File: src/rtl/tick_pkg.sv
package tick_pkg;
    localparam int unsigned BYTE_W = 8;
    localparam int unsigned ADDR_W = 2;

    typedef enum logic [ADDR_W-1:0] {
        ADR_PRE  = 2'd0,
        ADR_POST = 2'd1,
        ADR_CTL  = 2'd2,
        ADR_NONE = 2'd3
    } reg_addr_e;
endpackage

File: src/rtl/tick_load.sv
module tick_load #(
    parameter int unsigned DATA_W = 8
) (
    input  logic                  clk,
    input  logic                  rst_n,
    input  logic                  data_we,
    input  logic                  clr_ptr,
    input  logic [DATA_W-1:0]     wr_data,
    output logic                  load_stb,
    output logic [2*DATA_W-1:0]   load_val,
    output logic                  pend,
    output logic                  armed
);
    typedef struct packed {
        logic [DATA_W-1:0] lo;
        logic              ptr;
        logic              armed;
    } ld_state_t;

    ld_state_t st_d, st_q;

    always_comb begin
        st_d = st_q;
        if (clr_ptr) begin
            st_d.ptr = 1'b0;
        end else if (data_we) begin
            if (!st_q.ptr) begin
                st_d.lo  = wr_data;
                st_d.ptr = 1'b1;
            end else begin
                st_d.ptr   = 1'b0;
                st_d.armed = 1'b1;
            end
        end
    end

    always_ff @(posedge clk) begin
        if (!rst_n) begin
            st_q <= '0;
        end else begin
            st_q <= st_d;
        end
    end

    assign load_stb = data_we && !clr_ptr && st_q.ptr;
    assign load_val = {wr_data, st_q.lo};
    assign pend     = st_q.ptr;
    assign armed    = st_q.armed;

    // a low-byte write leaves the high byte outstanding
    a_r5_low_first: assert property (@(posedge clk) disable iff (!rst_n)
        data_we && !clr_ptr && !st_q.ptr |=> st_q.ptr);
    // a control write leaves nothing pending
    a_r7_clear_ptr: assert property (@(posedge clk) disable iff (!rst_n)
        clr_ptr |=> !st_q.ptr);
endmodule

File: src/rtl/tick_prescale.sv
module tick_prescale #(
    parameter int unsigned CNT_W = 16
) (
    input  logic             clk,
    input  logic             rst_n,
    input  logic             tick,
    input  logic             run,
    input  logic             load,
    input  logic [CNT_W-1:0] load_val,
    output logic             expire
);
    typedef struct packed {
        logic [CNT_W-1:0] cnt;
        logic [CNT_W-1:0] div;
    } pre_state_t;

    pre_state_t st_d, st_q;
    logic       at_end;

    assign at_end = (st_q.cnt <= CNT_W'(1));

    always_comb begin
        st_d   = st_q;
        expire = 1'b0;
        if (load) begin
            st_d.div = load_val;
            st_d.cnt = load_val;
        end else if (tick && run) begin
            if (at_end) begin
                st_d.cnt = st_q.div;
                expire   = 1'b1;
            end else begin
                st_d.cnt = st_q.cnt - CNT_W'(1);
            end
        end
    end

    always_ff @(posedge clk) begin
        if (!rst_n) begin
            st_q <= '0;
        end else begin
            st_q <= st_d;
        end
    end

    // a held chain keeps the prescaler count
    a_r6_hold_count: assert property (@(posedge clk) disable iff (!rst_n)
        !run && !load |=> $stable(st_q.cnt));
    // after an expiry the count restarts from the divider
    a_r2_reload: assert property (@(posedge clk) disable iff (!rst_n)
        expire |=> st_q.cnt == $past(st_q.div));
endmodule

File: src/rtl/tick_postscale.sv
module tick_postscale #(
    parameter int unsigned CNT_W = 16
) (
    input  logic             clk,
    input  logic             rst_n,
    input  logic             step,
    input  logic             load,
    input  logic [CNT_W-1:0] load_val,
    output logic             irq
);
    localparam int unsigned EXT_W = CNT_W + 1;

    typedef struct packed {
        logic [CNT_W-1:0] cnt;
        logic             irq;
    } post_state_t;

    post_state_t      st_d, st_q;
    logic [EXT_W-1:0] base;
    logic [EXT_W-1:0] dec;

    always_comb begin
        base = (st_q.cnt == '0) ? (EXT_W'(1) << CNT_W) : {1'b0, st_q.cnt};
        dec  = base - EXT_W'(1);
        st_d     = st_q;
        st_d.irq = 1'b0;
        if (load) begin
            st_d.cnt = load_val;
        end else if (step) begin
            st_d.cnt = dec[CNT_W-1:0];
            st_d.irq = (st_q.cnt == '0);
        end
    end

    always_ff @(posedge clk) begin
        if (!rst_n) begin
            st_q <= '0;
        end else begin
            st_q <= st_d;
        end
    end

    assign irq = st_q.irq;

    // the request never stays high two cycles
    a_r4_single_pulse: assert property (@(posedge clk) disable iff (!rst_n)
        st_q.irq |=> !st_q.irq);
    // a step at zero wraps to all ones and requests
    a_r3_wrap: assert property (@(posedge clk) disable iff (!rst_n)
        step && !load && st_q.cnt == '0 |=> st_q.cnt == '1 && st_q.irq);
endmodule

File: src/rtl/tick_cascade.sv
module tick_cascade
    import tick_pkg::*;
#(
    parameter int unsigned DATA_W = BYTE_W
) (
    input  logic              clk,
    input  logic              rst_n,
    input  logic              tick_en,
    input  logic              wr_en,
    input  logic [ADDR_W-1:0] wr_addr,
    input  logic [DATA_W-1:0] wr_data,
    output logic              irq_o
);
    localparam int unsigned CNT_W  = 2 * DATA_W;
    localparam int unsigned STAGES = 2;

    reg_addr_e               addr;
    logic                    ctl_we;
    logic [STAGES-1:0]       data_we;
    logic [STAGES-1:0]       load_stb;
    logic [STAGES-1:0]       pend;
    logic [STAGES-1:0]       armed;
    logic [CNT_W-1:0]        load_val [STAGES];
    logic                    run;
    logic                    step;

    assign addr       = reg_addr_e'(wr_addr);
    assign ctl_we     = wr_en && (addr == ADR_CTL);
    assign data_we[0] = wr_en && (addr == ADR_PRE);
    assign data_we[1] = wr_en && (addr == ADR_POST);

    for (genvar s = 0; s < STAGES; s++) begin : g_load
        tick_load #(.DATA_W(DATA_W)) u_load (
            .clk      (clk),
            .rst_n    (rst_n),
            .data_we  (data_we[s]),
            .clr_ptr  (ctl_we),
            .wr_data  (wr_data),
            .load_stb (load_stb[s]),
            .load_val (load_val[s]),
            .pend     (pend[s]),
            .armed    (armed[s])
        );
    end

    assign run = (&armed) && !(|pend);

    tick_prescale #(.CNT_W(CNT_W)) u_pre (
        .clk      (clk),
        .rst_n    (rst_n),
        .tick     (tick_en),
        .run      (run),
        .load     (load_stb[0]),
        .load_val (load_val[0]),
        .expire   (step)
    );

    tick_postscale #(.CNT_W(CNT_W)) u_post (
        .clk      (clk),
        .rst_n    (rst_n),
        .step     (step),
        .load     (load_stb[1]),
        .load_val (load_val[1]),
        .irq      (irq_o)
    );

    // no request before the second stage has a full value
    a_r1_idle_unarmed: assert property (@(posedge clk) disable iff (!rst_n)
        !armed[1] |-> !irq_o);
    // no step reaches the second stage while a byte is pending
    a_r6_no_step_pending: assert property (@(posedge clk) disable iff (!rst_n)
        (|pend) |-> !step);
endmodule

File: config.mk
export PLATFORM = sky130hd
export DESIGN_NAME = tick_cascade
export DESIGN_NICKNAME = d
export VERILOG_FILES = /design/src/rtl/tick_pkg.sv /design/src/rtl/tick_load.sv /design/src/rtl/tick_prescale.sv /design/src/rtl/tick_postscale.sv /design/src/rtl/tick_cascade.sv
export SDC_FILE = /design/constraint.sdc
export NUM_CORES = 1
export LEC_CHECK = 0
export BUFFER_PORTS_ARGS = -buffer_cell sky130_fd_sc_hd__buf_2
export CAP_MARGIN = 40
export CORE_MARGIN = 1
export CORE_UTILIZATION = 40
export DETAILED_ROUTE_END_ITERATION = 12
export GPL_TIMING_DRIVEN = 0
export PLACE_DENSITY = 0.66
export SYNTH_ARGS = -nofsm -noshare
export SYNTH_HDL_FRONTEND = slang
export SYNTH_SLANG_ARGS = --single-unit
File: constraint.sdc
create_clock -name clk -period 2.9 [get_ports clk]
set_input_delay 0.145 -clock clk [delete_from_list [all_inputs] [get_ports clk]]
set_output_delay 0.145 -clock clk [all_outputs]
set_load 0.05 [all_outputs]
[Yosys cells after proc, flatten, opt, wreduce, memory -nomap -nowiden]
Cells that the tools add are included.
Operators by class
  add/sub/neg operators: 2
  $lt $le $gt $ge: 1
  equal/unequal tests: 2
  muxes and demuxes: 11
  bitwise logic cells: 5
  reduce and logical (&&, ||, !) cells: 23
Operator list (count)
  2-to-1 mux 16 bit: 5
  subtractor 16 x 1 -> 16 bit (second input constant): 2
  2-to-1 mux 17 bit: 1
  less-or-equal comparator 16 x 1 -> 1 bit (second input constant): 1
  zero test 16 bit: 1
  AND reduction 3 bit: 4
  logical AND 1 bit: 9
  2-to-1 mux 1 bit: 5
  NOT 1 bit: 5
  nonzero test 2 bit: 2
  OR reduction 2 bit: 2
  OR reduction 3 bit: 1
  == test 2 x 1 -> 1 bit (second input constant): 1
  == test 2 bit (second input constant): 1
  zero test 1 bit: 2
  zero test 2 bit: 1
  AND reduction 2 bit: 1
Storage, ports and cells
  register bits after elaboration: 69
  input port bits: 14
  output and inout bits: 1
  logic and storage cells: 54

[Depth between registers and ports, before layout]
Gate-level depths: netlist (run 1).
  depth after elaboration: 8
  mapped depth: 11
  mapped depth without buffers: 8

[Modules after synthesis]
A second synthesis (run 1) with hierarchy kept.
Second synthesis, totals
  cells, all modules: 458
  area, all modules: 3888.7 µm²
Modules (own cells, without submodules)
  tick_prescale: times used 1, cells an instance 232, area each 1916.8 µm², seq. area each 640.6 µm²
  tick_postscale: times used 1, cells an instance 122, area each 988.4 µm², seq. area each 340.3 µm²
  tick_load: times used 2, cells an instance 50, area each 473.0 µm², seq. area each 200.2 µm²
  tick_cascade: times used 1, cells an instance 4, area each 37.5 µm², seq. area each 0.0 µm²

[Least setup slack after synthesis (run 1)]
Ideal clock, no wire load.
  path kind: register -> register
  start point: reg u_pre.st_q[18] (netlist bit)
  end point: reg u_pre.st_q[21] (netlist bit)
  setup time: 0.132 ns
  data arrival time: 2.211 ns
  data required time: 2.768 ns
  setup slack: 0.557 ns
  stages on the path, launching flop included: 10
  path buffers: 4
  clock period less this slack: 2.343 ns
  cell sequence: dfxtp_1 buf_6 or4_1 buf_2 or4_4 buf_6 clkbuf_1 a2bb2oi_1 o21ai_0 a21oi_1
On the way
  cells in the longest elaborated chain, start to end: 4
  elaborated cells between the ends (all ways): 5
  classes of those cells: add/sub (1); order compare (1); mux (3)
Ends and longest elaborated chain
  start: declaration: RTL line tick_prescale.sv:17  | pre_state_t st_d, st_q;
  start signal: assignment: RTL line tick_prescale.sv:42  | st_q <= st_d;
  subtractor 16 x 1 -> 16 bit / less-or-equal comparator 16 x 1 -> 1 bit (equally long branches): RTL line tick_prescale.sv:33, tick_prescale.sv:20
  2-to-1 mux 16 bit (*): RTL line tick_prescale.sv:29  | if (at_end) begin
  2-to-1 mux 16 bit (*): RTL line tick_prescale.sv:28  | end else if (tick && run) begin
  2-to-1 mux 16 bit (*): RTL line tick_prescale.sv:25  | if (load) begin
Mark *: on every way between the ends. The rest lies on a longest branch, timed or not. The select of a mux whose other input is x is not followed.
A chain may end at the register's enable or synchronous reset.

[Worst setup path in the final report (run 1)]
  start point: reg u_post.st_q[12] (netlist bit)
  end point: reg u_post.st_q[12] (netlist bit)
On the way
  cells in the longest elaborated chain, start to end: 5
Ends and longest elaborated chain
  start: declaration: RTL line tick_postscale.sv:18  | post_state_t st_d, st_q;
  start signal: assignment: RTL line tick_postscale.sv:39  | st_q <= st_d;
  zero test 16 bit: RTL line tick_postscale.sv:23  | base = (st_q.cnt == '0) ? (EXT_W'(1) << CNT_W) : {1'b0, st_q.cnt};
  2-to-1 mux 16 bit (*): RTL line tick_postscale.sv:23
  subtractor 16 x 1 -> 16 bit (*): RTL line tick_postscale.sv:24  | dec = base - EXT_W'(1);
  2-to-1 mux 17 bit (*): RTL line tick_postscale.sv:29  | end else if (step) begin
  2-to-1 mux 16 bit (*): RTL line tick_postscale.sv:27  | if (load) begin
Marks and branches as above.

==> results of run 1 <==
metal layers:
metal | track usage (%) | share of wire, % | vias to the layer above
met5 | 0 | 0 | -
met4 | 8.59 | 2.6 | 0
met3 | 4.39 | 5.5 | 17
met2 | 38.4 | 48 | 93
met1 | 27.6 | 44 | 1466
li1 | - | - | 1576
how the worst max path moves through the flow:
stage,from,endpoint,slack (ns)
floorplan,u_pre.st_q[18]$_SDFFE_PN0P_,u_pre.st_q[21]$_SDFFE_PN0P_,0.56
global placement,g_load[1].u_load.pend$_SDFFE_PP0P_,u_post.st_q[4]$_SDFFE_PN0P_,0.03
detailed placement,u_pre.st_q[16]$_SDFFE_PN0P_,u_post.st_q[6]$_SDFFE_PN0P_,0.15
CTS,u_pre.st_q[16]$_SDFFE_PN0P_,u_post.st_q[6]$_SDFFE_PN0P_,0.07
global route,u_post.st_q[1]$_SDFFE_PN0P_,u_post.st_q[12]$_SDFFE_PN0P_,0.04
finish,u_post.st_q[12]$_SDFFE_PN0P_,u_post.st_q[12]$_SDFFE_PN0P_,0.22
stage by stage:
step,util (%),hold slack (ns),worst slack (ns)
2_1_floorplan,-,0.255,0.557
3_3_place_gp,44.6,0.398,0.0344
3_5_place_dp,44.8,0.398,0.148
4_1_cts,47.4,0.0405,0.0745
5_1_grt,47.4,0.0559,0.0415
6_report,47.4,0.0467,0.216
cell type report:
class,instances,area (um^2)
buffer,25,110
tap,102,128
multi-input combinational,329,1810
clock inverter,5,75.1
fill,788,4150
clock buffer,11,131
inverter,6,22.5
sequential,69,1380
timing repair buffer,16,82.6
cell usage in the layout (no fill, tap or decap), types with 8 or more instances in the layout:
cell	netlist	final
mux2i_1	8	8
dfxtp_1	69	69
o211ai_1	13	13
a21oi_1	54	54
o21ai_0	17	17
clkbuf_8	0	9
clkbuf_1	23	24
nor4_1	13	12
buf_2	1	16
a31oi_1	12	12
nand2_1	90	90
nor2_1	42	42
where the power goes:
group | switching (W) | total (W) | internal (W)
clock | 0.000362 | 0.000843 | 0.000481
sequential | 0.00000752 | 0.000966 | 0.000958
combinational | 0.0000715 | 0.000106 | 0.0000343
what timing repair did:
action                     4_1_cts  5_1_grt
setup endpoints to repair        0       12
gates resized for setup          0        1
setup buffers                    0        0
kinds of logic after synthesis:
family	Yosys count	share of synthesized area, %
DFF	69	41.6
buffers and inverters	32	4.11
xor gates and xnor gates	13	3.43
AOI/OAI and AO/OA	118	21.8
muxes	8	2.41
and+or+nand+nor	187	25.6
adders and majority gates	3	1.13
flip-flops by register name, indices dropped and copies added (netlist names):
name and cells:
u_pre.st_q 32, g_load.u_load.load_val 16, u_post.st_q 16, g_load.u_load.armed 2, g_load.u_load.pend 2, u_post.irq 1
worst register-to-register path: cells and delay by family (launching register included):
| family | cells | cell delay, ns |
|---|---|---|
| AO/OA/AOI/OAI | 3 | 0.77 |
| flip-flops | 1 | 0.33 |
| AND/OR/NAND/NOR | 3 | 1.50 |
==> PnR_summary.wiki, run 1 <==
{| class="wikitable"
! Metric !! Value
|-
| Number of non-filler instances in the completed layout || 563
|-
| Number of diodes || 0
|-
| Core region area || 0.00789 mm^2
|-
| Post-detailed-route DRC marker count || 0
|-
| Max-cap check violation count || 0
|-
| Detailed-route via count || 3152
|-
| Leakage power total || 1.41 nW
|-
| Critical path depth || 6
|-
| First-pass detailed-route iteration total || 4
|-
| Crit-path leading delay family || simple AND/OR/NAND/NOR gates
|-
| Worst Max-Slew Pin Slew || 0.839 ns
|-
| Buffer cell driving the clock tree root || clkbuf_8
|-
| Peak supply drop || 0.000252 V
|-
| Placed Cells || 548
|-
| Fraction of synthesis flops using an asynchronous set or reset pin || 0%
|-
| Setup Crit Path Kind || reg2reg
|-
| Die H || 93.1 um
|-
| # IOs || 15
|-
| Setup crit end kind || flip-flop
|-
| Class of the tightest hold or removal check || in2reg
|-
| Total non-filler cell area in the finished layout || 0.00374 mm^2
|-
| First-pass GRT wire length || 14.9 mm
|-
| CTS tree || built
|-
| Total track usage || 22.4%
|-
| Leading register cell type out of synthesis || dfxtp_1
|-
| Crit path max-delay cell type || nor4_1
|-
| Critical path startpoint category || flip-flop
|-
| Depth of the CTS H-tree || 3
|-
| Total number of clock tree sinks || 69
|-
| Slack of the worst reg-to-reg path || 0.22 ns
|-
| Hold bufs inserted after CTS || 0
|-
| Clock buffer count from CTS || 9
|-
| Area Growth Syn to Fin || 12.6%
|-
| Area contributors post-synth || dfxtp_1 42%, nand2_1 10%, a21oi_1 8.1%, nor2_1 4.7%, o211ai_1 2.9%
|-
| Die span in x || 93.1 um
|-
| Mean area per synthesized cell || 7.73 um^2
|-
| Fin Setup TNS || 0 ns
|-
| Fraction of layout instances using a drive strength above 1 || 8.46%
|-
| Post-Synthesis Net Count || 447
|-
| Number of violations reported at the end of detailed-routing iteration 0 || 214
|-
| Fraction of the yosys area taken by sequential cells || 41.6%
|-
| Avg Vias per Cell || 5.60
|-
| Number of hold-slack violations in the final timing report || 0
|-
| Initial Util || 42.1%
|-
| Period utilization || 92.5%
|-
| FF+latch count, synth || 69
|-
| Number of nets with antenna violations after routing || 0
|-
| Row count || 32
|-
| Launch point of the worst reg-to-reg path || u_post.st_q[12]$_SDFFE_PN0P_
|-
| Final setup violation count || 0
|-
| Register clock-pin slew on the reported worst setup and hold paths || 0.07 ns
|-
| R2r worst-path depth || 6
|-
| Netlist area before placement || 0.00332 mm^2
|-
| # port buffers || 13
|-
| Die outline area || 0.00867 mm^2
|-
| Critical R2R Capture || u_post.st_q[12]$_SDFFE_PN0P_
|-
| Pin count of the biggest net entering global routing || 12
|-
| Syn Inst Count || 430
|-
| Worst path most repeated cell || nor4_1
|-
| Placed Area || 0.00353 mm^2
|-
| Buffering stage count on the worst path with inverters included || 0
|-
| Total Wirelength || 9.01 mm
|-
| Required time of the critical path || 3.17 ns
|-
| Skew-Pair Late Insertion Delay || 0.35 ns
|-
| Cell taking the most area after synthesis || dfxtp_1
|-
| Largest fanout on the critical path || 4
|-
| Net total in the final layout || 473
|-
| Leading post-synthesis cells by instance count || 90 x nand2_1, 69 x dfxtp_1, 54 x a21oi_1
|-
| Endpoint arrival time on the critical path || 2.95 ns
|-
| Minimum period implied by the final worst setup slack || 2.68 ns
|-
| Unique masters post-synth || 43
|-
| Leading cell type by number of instances after synthesis || nand2_1
|-
| Result of the run || complete, no violations
|-
| Clock tree buffer depth || 2
|-
| End point of the most critical hold path || u_pre.st_q[29]$_SDFFE_PN0P_
|-
| Final slew viol count || 0
|-
| Clk_skew || 0.0107 ns
|-
| Area share of the largest cell type after synthesis || 41.6%
|-
| Number of enable flip-flop cells after synthesis || 0
|-
| Crit-path cells || nor4_1 -> a41oi_1 -> nor4_1 -> nand2b_1 -> o2bb2a_1 -> a21oi_1
|-
| Top achievable clock speed || 373 MHz
|-
| DPL Wire Length || 6.36 mm
|-
| Syn. warnings || 0
|-
| Relative slew slack || 43.6%
|-
| Hold path depth || 2
|-
| Placer Congestion || 0.888
|-
| Unrepaired setup endpoints after global routing || no
|-
| Vias in the first global route || 3034
|-
| Power per cell area || 512 mW/mm^2
|-
| Average wire length per cell after detail routing || 16.0 um
|-
| Largest stage delay, worst path || 0.69 ns
|-
| Global-route congestion overflow total || 0
|-
| Critical hold path startpoint || rst_n
|-
| Number of antenna violations at the first check in global routing || 0
|-
| Total power || 0.00191 W
|}
Power figures use the tool's default switching activity.
==> inputs of run 2 (changes only) <==
--- a/config.mk
+++ b/config.mk
@@ -10,8 +10,8 @@
 export CORE_MARGIN = 1
 export CORE_UTILIZATION = 40
 export DETAILED_ROUTE_END_ITERATION = 12
-export GPL_TIMING_DRIVEN = 0
 export PLACE_DENSITY = 0.66
+export SETUP_SLACK_MARGIN = 0.02
 export SYNTH_ARGS = -nofsm -noshare
 export SYNTH_HDL_FRONTEND = slang
 export SYNTH_SLANG_ARGS = --single-unit
==> constraint.sdc (replaced) <==
create_clock -name clk -period 2.9 [get_ports clk]
set_input_delay 0.145 -clock clk [delete_from_list [all_inputs] [get_ports clk]]
set_output_delay 0.145 -clock clk [all_outputs]
set_load 0.01 [all_outputs]
==> PnR_summary.wiki, run 2 (synthesized netlist as in run 1, its figures left out) <==
{| class="wikitable"
! Metric !! Value
|-
| Register clock-pin slew on the reported worst setup and hold paths || 0.08 ns
|-
| Setup Crit Path Kind || reg2reg
|-
| Largest Register || u_pre.st_q
|-
| Global-route congestion overflow total || 0
|-
| Total track usage || 20.7%
|-
| Met1 track demand over resource in global routing || 27.9%
|-
| Final setup violation count || 0
|-
| Worst Max-Slew Pin Slew || 0.934 ns
|-
| # IOs || 15
|-
| Unrepaired setup endpoints after global routing || no
|-
| Detailed-route via count || 3022
|-
| Placed Cells || 531
|-
| GR met2 Demand/Resource || 32.2%
|-
| Routing usage on met3 || 5.85%
|-
| Fin Setup TNS || 0 ns
|-
| PnR worst setup slack || 0.346 ns
|-
| First-pass GRT wire length || 14.0 mm
|-
| Total number of clock tree sinks || 69
|-
| Commonest non-fill, non-tap cell in the layout || nand2_1
|-
| Period utilization || 88.1%
|-
| Busiest layer in global routing || met2
|-
| Clock tree buffer depth || 2
|-
| Post-place setup slack || 0.354 ns
|-
| Number of nets with antenna violations after routing || 0
|-
| Endpoint arrival time on the critical path || 2.80 ns
|-
| Result of the run || complete, no violations
|-
| DPL Wire Length || 5.56 mm
|-
| Power per cell area || 508 mW/mm^2
|-
| Hold path depth || 2
|-
| Final slew viol count || 0
|-
| Top achievable clock speed || 392 MHz
|-
| # port buffers || 14
|-
| Peak supply drop || 0.000360 V
|-
| Setup crit end kind || flip-flop
|-
| Fraction of layout instances using a drive strength above 1 || 11.0%
|-
| Avg Vias per Cell || 5.52
|-
| Required time of the critical path || 3.15 ns
|-
| Die H || 93.1 um
|-
| Post-CTS setup buffers || 0
|-
| Number of hold-slack violations in the final timing report || 0
|-
| Critical hold path startpoint || rst_n
|-
| Pin count of the biggest net entering global routing || 36
|-
| Post-detailed-route DRC marker count || 0
|-
| Number of flip-flops in the largest register || 32
|-
| Net total in the final layout || 457
|-
| Number of instances resized during post-cts repair || 0
|-
| Number of violations reported at the end of detailed-routing iteration 0 || 206
|-
| Clk_skew || 0.0116 ns
|-
| Relative slew slack || 37.3%
|-
| Class of the tightest hold or removal check || in2reg
|-
| Critical path startpoint category || flip-flop
|-
| Leakage power total || 1.40 nW
|-
| Placer Congestion || 0.869
|-
| Most frequent cells in the layout || 90 x nand2_1, 69 x dfxtp_1, 54 x a21oi_1
|-
| Average wire length per cell after detail routing || 14.9 um
|-
| Hold bufs inserted after CTS || 0
|-
| Row count || 32
|-
| Start point of the critical path || u_pre.st_q[18]$_SDFFE_PN0P_
|-
| Total Wirelength || 8.16 mm
|-
| Area Growth Syn to Fin || 11.6%
|-
| Largest fanout on the critical path || 31
|-
| Vias in the first global route || 2811
|-
| First-pass detailed-route iteration total || 5
|-
| Launch point of the worst reg-to-reg path || u_pre.st_q[18]$_SDFFE_PN0P_
|-
| Die span in x || 93.1 um
|-
| Buffer cell driving the clock tree root || clkbuf_8
|-
| Minimum period implied by the final worst setup slack || 2.55 ns
|-
| Number of non-filler instances in the completed layout || 547
|-
| Number of antenna violations at the first check in global routing || 0
|-
| Skew-Pair Late Insertion Delay || 0.35 ns
|-
| Max-cap check violation count || 0
|-
| Depth of the CTS H-tree || 3
|-
| R2r worst-path depth || 5
|-
| Die outline area || 0.00867 mm^2
|-
| Core region area || 0.00789 mm^2
|-
| Number of diodes || 0
|-
| Clock buffer count from CTS || 9
|-
| Initial Util || 42.1%
|-
| CTS tree || built
|}
[run 2: cell count changes in the layout (fill, tap and decap cells not counted), sizes merged]
| cell | before | now |
|---|---|---|
| clkinv | 3 | 2 |
| clkbuf | 33 | 11 |
| clkinvlp | 0 | 2 |
| buf | 19 | 25 |
| bufinv | 2 | 1 |
[run 2: worst max-delay path, cell delays in order, from the launching register on]
cell and delay [ns]:
dfxtp_1 0.38, or4_1 0.66, or4_4 0.75, a2111oi_4 0.36, nor2_1 0.07, o32ai_1 0.25
[run 2: path summary, 6_finish.rpt]
path,to,slack (ns)
hold / removal,u_pre.st_q[29]$_SDFFE_PN0P_,0.07
setup / recovery,u_pre.st_q[30]$_SDFFE_PN0P_,0.35
setup reg to reg,u_pre.st_q[30]$_SDFFE_PN0P_,0.35
hold reg to reg,u_pre.st_q[15]$_SDFFE_PN0P_,0.46
[run 2: layer usage]
metal | share of wire (%) | up-vias
met5 | 0 | -
met4 | 0.74 | 0
met3 | 4.9 | 6
met2 | 46 | 67
met1 | 48 | 1399
li1 | - | 1550
[run 2: cell type report]
cell class,instances,area (um^2)
Clock inverter,5,58.8
Tap cell,102,128
Inverter,6,22.5
Multi-Input combinational cell,329,1810
Sequential cell,69,1380
Fill cell,762,4180
Clock buffer,11,151
Timing Repair Buffer,25,153
[run 2: stage by stage]
stage          instance area, um^2  hold WS (ns)  util [%]  total power [W]
2_1_floorplan                 3320         0.255         -          0.00105
3_5_place_dp                  3500         0.422      44.4          0.00109
6_report                      3710        0.0743      47.0          0.00188
4_1_cts                       3710        0.0597      47.0          0.00190
5_1_grt                       3710        0.0760      47.0          0.00197
3_3_place_gp                  3500         0.423      44.4          0.00108
[run 2: report_power, final]
part | switching [W] | internal [W]
logic | 0.0000649 | 0.0000323
registers | 0.00000847 | 0.000958
clock network | 0.000374 | 0.000444
